### config.mk
export PLATFORM = sky130hd
export DESIGN_NAME = dmod_divider_ctrl
export DESIGN_NICKNAME = d
export VERILOG_FILES = /design/src/rtl/dmod_pkg.sv /design/src/rtl/dmod_ncount.sv /design/src/rtl/dmod_acount.sv /design/src/rtl/dmod_divider_ctrl.sv
export SDC_FILE = /design/constraint.sdc
export NUM_CORES = 1
export LEC_CHECK = 0
export ABC_AREA = 1
export CAP_MARGIN = 15
export CORE_MARGIN = 3
export CORE_UTILIZATION = 29
export CTS_BUF_LIST = sky130_fd_sc_hd__clkbuf_8 sky130_fd_sc_hd__clkbuf_16
export CTS_CLUSTER_DIAMETER = 30
export CTS_CLUSTER_SIZE = 24
export DETAILED_ROUTE_END_ITERATION = 10
export PLACE_DENSITY_LB_ADDON = 0.15
export SLEW_MARGIN = 40
export SYNTH_ARGS = -nofsm -noshare
export SYNTH_HDL_FRONTEND = slang
export SYNTH_SLANG_ARGS = --single-unit
export TNS_END_PERCENT = 5
### constraint.sdc
create_clock -name clk -period 1.92 [get_ports clk]
set_input_delay 0.384 -clock clk [delete_from_list [all_inputs] [get_ports clk]]
set_output_delay 0.384 -clock clk [all_outputs]
set_load 0.02 [all_outputs]
### src/rtl/dmod_pkg.sv
package dmod_pkg;
  // Controller phase: waiting for first load after reset, or counting.
  typedef enum logic {
    PH_LOAD = 1'b0,
    PH_RUN  = 1'b1
  } dmod_phase_e;
endpackage

### src/rtl/dmod_ncount.sv
module dmod_ncount #(
  parameter int unsigned NW = 10
) (
  input  logic          clk,
  input  logic          rst_n,
  input  logic          load,
  input  logic          step,
  input  logic [NW-1:0] load_val,
  output logic [NW-1:0] cnt,
  output logic          last
);
  localparam logic [NW-1:0] ONE = NW'(1);

  always_ff @(posedge clk or negedge rst_n) begin
    if (!rst_n)    cnt <= '0;
    else if (load) cnt <= load_val;
    else if (step) cnt <= cnt - ONE;
  end

  // terminal state is 1, so the N-th event reloads instead of reaching 0
  assign last = (cnt == ONE);

  // a step without reload never lands on zero from a live count
  p_step_keeps_live_r2: assert property (@(posedge clk) disable iff (!rst_n)
    (step && !load && cnt > ONE) |=> (cnt != '0));
endmodule

### src/rtl/dmod_acount.sv
module dmod_acount #(
  parameter int unsigned AW = 7
) (
  input  logic          clk,
  input  logic          rst_n,
  input  logic          load,
  input  logic          step,
  input  logic [AW-1:0] load_val,
  output logic [AW-1:0] cnt,
  output logic          mod_hi
);
  logic [AW-1:0] cnt_nxt;

  always_comb begin
    cnt_nxt = cnt;
    if (load)                   cnt_nxt = load_val;
    else if (step && cnt != '0) cnt_nxt = cnt - AW'(1);
  end

  // select line registered from next state: glitch-free and aligned with cnt
  always_ff @(posedge clk or negedge rst_n) begin
    if (!rst_n) begin
      cnt    <= '0;
      mod_hi <= 1'b0;
    end else begin
      cnt    <= cnt_nxt;
      mod_hi <= (cnt_nxt == '0);
    end
  end

  // once exhausted, the swallow count holds at zero until reload
  p_zero_holds_r2: assert property (@(posedge clk) disable iff (!rst_n)
    (cnt == '0 && !load) |=> (cnt == '0));
endmodule

### src/rtl/dmod_divider_ctrl.sv
module dmod_divider_ctrl #(
  parameter int unsigned NW = 10,
  parameter int unsigned AW = 7
) (
  input  logic          clk,
  input  logic          rst_n,
  input  logic          fin_pulse,
  input  logic [NW-1:0] n_prog,
  input  logic [AW-1:0] a_prog,
  output logic          mod_ctl,
  output logic          fv_pulse
);
  import dmod_pkg::*;

  dmod_phase_e   phase;
  logic [NW-1:0] n_cnt;
  logic [AW-1:0] a_cnt;
  logic          n_last, running, reload, advance, fv_q;

  assign running = (phase == PH_RUN);
  assign reload  = !running || (fin_pulse && n_last);
  assign advance = running && fin_pulse && !n_last;

  always_ff @(posedge clk or negedge rst_n) begin
    if (!rst_n) begin
      phase <= PH_LOAD;
      fv_q  <= 1'b0;
    end else begin
      phase <= PH_RUN;
      fv_q  <= running && fin_pulse && n_last;
    end
  end

  dmod_ncount #(.NW(NW)) u_ncnt (
    .clk(clk), .rst_n(rst_n), .load(reload), .step(advance),
    .load_val(n_prog), .cnt(n_cnt), .last(n_last)
  );

  dmod_acount #(.AW(AW)) u_acnt (
    .clk(clk), .rst_n(rst_n), .load(reload), .step(advance),
    .load_val(a_prog), .cnt(a_cnt), .mod_hi(mod_ctl)
  );

  assign fv_pulse = fv_q;

  // while counting, the main count stays within 1..N
  p_ncnt_live_r2: assert property (@(posedge clk) disable iff (!rst_n)
    running |-> (n_cnt != '0));
  // swallow count never exceeds the remaining main count
  p_a_within_n_r3: assert property (@(posedge clk) disable iff (!rst_n)
    running |-> (NW'(a_cnt) <= n_cnt));
  // select line only rises after a strobe or the initial load
  p_mod_rise_cause_r3: assert property (@(posedge clk) disable iff (!rst_n)
    $rose(mod_ctl) |-> ($past(fin_pulse) || $past(phase == PH_LOAD)));
  // select line only falls together with the feedback strobe (reload)
  p_mod_fall_reload_r4: assert property (@(posedge clk) disable iff (!rst_n)
    $fell(mod_ctl) |-> fv_pulse);
  // feedback strobe follows a sampled input strobe
  p_fv_after_event_r5: assert property (@(posedge clk) disable iff (!rst_n)
    fv_pulse |-> $past(fin_pulse));
  // the reload copies the programmed value seen on that edge
  p_reload_value_r9: assert property (@(posedge clk) disable iff (!rst_n)
    fv_pulse |-> (n_cnt == $past(n_prog)));
endmodule

==> results.yml <==
clocking:
  htree_levels: 1
  hold_buffers: 0
  numClockSinks: 20
  numCtsBuffers: 3
  cts_buffer_depth: 2
  insertion_delay_ns: 0.26
  clk_pin_slew_ns: 0.08
  cts_tree: "done"
  cts_root_buf: "clkbuf_8"
floorplan:
  die_x_um: 74.4
  dieArea_um2: 5530
  initial_core_util_pct: 30.5
  ios: 22
  rows: 24
  fp.dieH_um: 74.4
  core-area_um2: 4440
final_layout:
  fin_util_pct: 39.5
  diodes: 0
  drive_gt1_share_pct: 17.8
  fillers: 485
  fin_nets: 238
  areaGrowthSynthToFinish_pct: 29.3
  instances_no_fill: 265
critical_path:
  critPathMostFrequentCell: "nand2_1"
  required_ns: 2.12
  cp_top_family: "simple AND/OR/NAND/NOR gates"
  max_stage_delay_ns: 0.39
  crit_cells: 14
  path_cells: "inv_2 > ha_1 > nand2_1 > nor2_2 > nand2_4 > nand2_8 > nand2_8 > inv_8 > nand2_1 > nand2_1 > inv_2 > nor2_1 > nand2_1 > nor2_2"
  worst-r2r-cell-count: 14
  start_kind: "flop"
  path_buf_inv: 3
  worstSetupEndpointType: "flop"
  cp.arrival_ns: 1.93
  cp_max_fo: 10
  critPathSlowestCell: "dfrtp_1"
  critical_path_class: "flop to flop"
drt:
  detail-route-antenna-nets: 0
  first_pass_iters: 4
  drc: 0
  drt_iter0_markers: 67
  post_drt_wl_per_cell_um: 11.9
  routed-via-count: 1212
  routed_wirelength_um: 3150
  via_per_inst: 4.57
global_route:
  grt_pass1_vias: 1199
  grt_usage_pct: 13.1
  antenna_found_initial: 0
  grt.overflow.total: 0
  grt_pass1_wl_um: 5550
  grt_max_degree: 21
yosys:
  syn_area_um2: 1360
  ys_seq_area_share_pct: 36.9
  synth.area.top_cells: "dfrtp_1, nand2_1, inv_1"
  ys.warnings.count: 0
  async_flop_share_pct: 100
  synthDistinctLibCells: 28
  netlist_instances: 182
  synthFlopType: "dfrtp_1"
  synth_top_area_share_pct: 36.9
  synth.net_count: 206
  avgSynthCellArea_um2: 7.45
  ys_top_cells_by_count: "nand2_1, dfrtp_1, inv_1"
  yosysMostFrequentCell: "nand2_1"
  synth_seq_cells: 20
  synth_area_leader_cell: "dfrtp_1"
  synth_edf_count: 0
placement:
  dp_hpwl_um: 2400
  dpl.cell_count: 261
  gp_congestion: 0.770
  port_buffers: 21
timing:
  finClkSkew_ns: 0.00176
  max_freq_ghz: 0.580
  setup_viol: 0
  final_hold_viol_count: 0
  min_period_ns: 1.72
  finalCritPeriodShare_pct: 89.7
  rsz0062_at_grt: "false"
  slew_viol_final: 0
hold_path:
  min_path_type: "input pin to asynchronous set/reset pin"
run_status:
  status: "completed"
pwr:
  ir_drop_v: 0.000334
  power_leakage_uw: 0.000828
  p_total_uw: 1260
  p_per_area_nw_per_um2: 718
run:
  cap_violations: 0
## report_power, final
group | switching [uW] | total, uW | internal [uW]
clock | 157 | 340 | 183
combinational | 212 | 380 | 168
sequential | 60.2 | 540 | 480
## state kept, by name, summed over array words and instances, names as in the netlist
name	cells
u_acnt.cnt	7
u_ncnt.cnt	10
fv_pulse	1
phase	1
u_acnt.mod_hi	1
## repair_timing
item                       in CTS  in global routing
buffers inserted                0                  0
gates resized for setup         0                  5
setup endpoints to repair       0                  1
## worst paths after layout
kind	startpoint	end	slack (ns)
setup reg to reg	u_ncnt.cnt[1]	u_acnt.mod_hi	0.20
max in group asynchronous	rst_n	u_acnt.cnt[1]	1.23
min in group clk	u_ncnt.cnt[7]	u_ncnt.cnt[7]	0.54
hold reg to reg	u_ncnt.cnt[7]	u_ncnt.cnt[7]	0.54
hold / removal	rst_n	u_ncnt.cnt[6]	0.47
setup / recovery	u_ncnt.cnt[1]	u_acnt.mod_hi	0.20
## stage by stage
| stage | setup WS (ns) | setup TNS (ns) | cell area (um^2) | hold slack (ns) |
|---|---|---|---|---|
| 2_1_floorplan | 0.379 | 0 | 1360 | 0.0884 |
| 3_3_place_gp | -0.0223 | -0.0223 | 1680 | 0.524 |
| 5_1_grt | 0.0301 | 0 | 1750 | 0.490 |
| 3_5_place_dp | -0.0190 | -0.0190 | 1680 | 0.526 |
| 6_report | 0.197 | 0 | 1750 | 0.467 |
| 4_1_cts | 0.0814 | 0 | 1730 | 0.475 |
## layout by cell type, fill, tap and decap left out, types with 2 or more instances in the layout
master / instances
a21oi_1: 6
buf_4: 8
clkbuf_8: 4
clkdlybuf4s50_1: 21
dfrtp_1: 20
ha_1: 4
inv_1: 18
inv_2: 6
nand2_1: 41
nand2_2: 4
nand2_8: 2
nand3_1: 13
nand3_2: 3
nand4_1: 5
nor2_1: 15
nor2_2: 6
nor2_4: 3
o21ai_0: 13
o21ai_1: 4
o22ai_1: 2
or2_1: 2
xnor2_1: 2
xor2_1: 4
## final cells by class
| type | count | area, um^2 | area share (%) |
|---|---|---|---|
| repair buffers | 29 | 270 | 15.4 |
| multi-input cells | 135 | 762 | 43.4 |
| inverters | 25 | 101 | 5.78 |
| well taps | 52 | 65.1 | 3.71 |
| clock buffers | 4 | 55.1 | 3.14 |
| flip-flops and latches | 20 | 500 | 28.5 |
## cells by family (layout without fill, tap and decap cells)
logic type | after synthesis | after routing | synth area share, %
compound gates | 28 | 28 | 11.3
xor+xnor | 6 | 6 | 3.87
fa+ha+maj | 4 | 4 | 3.69
buf+inv | 27 | 58 | 8.21
flops | 20 | 20 | 36.9
other cells | 1 | 1 | 0.276
simple gates | 96 | 96 | 35.8
## per-layer routing
layer / up-vias / global-route usage [%] / share of wire [%]
met5: - / 0 / 0
met4: 0 / 2.96 / 0.73
met3: 2 / 3.92 / 5.0
met2: 26 / 19.4 / 42
met1: 536 / 18.8 / 52
li1: 648 / - / -
Power figures use the tool's default switching activity.
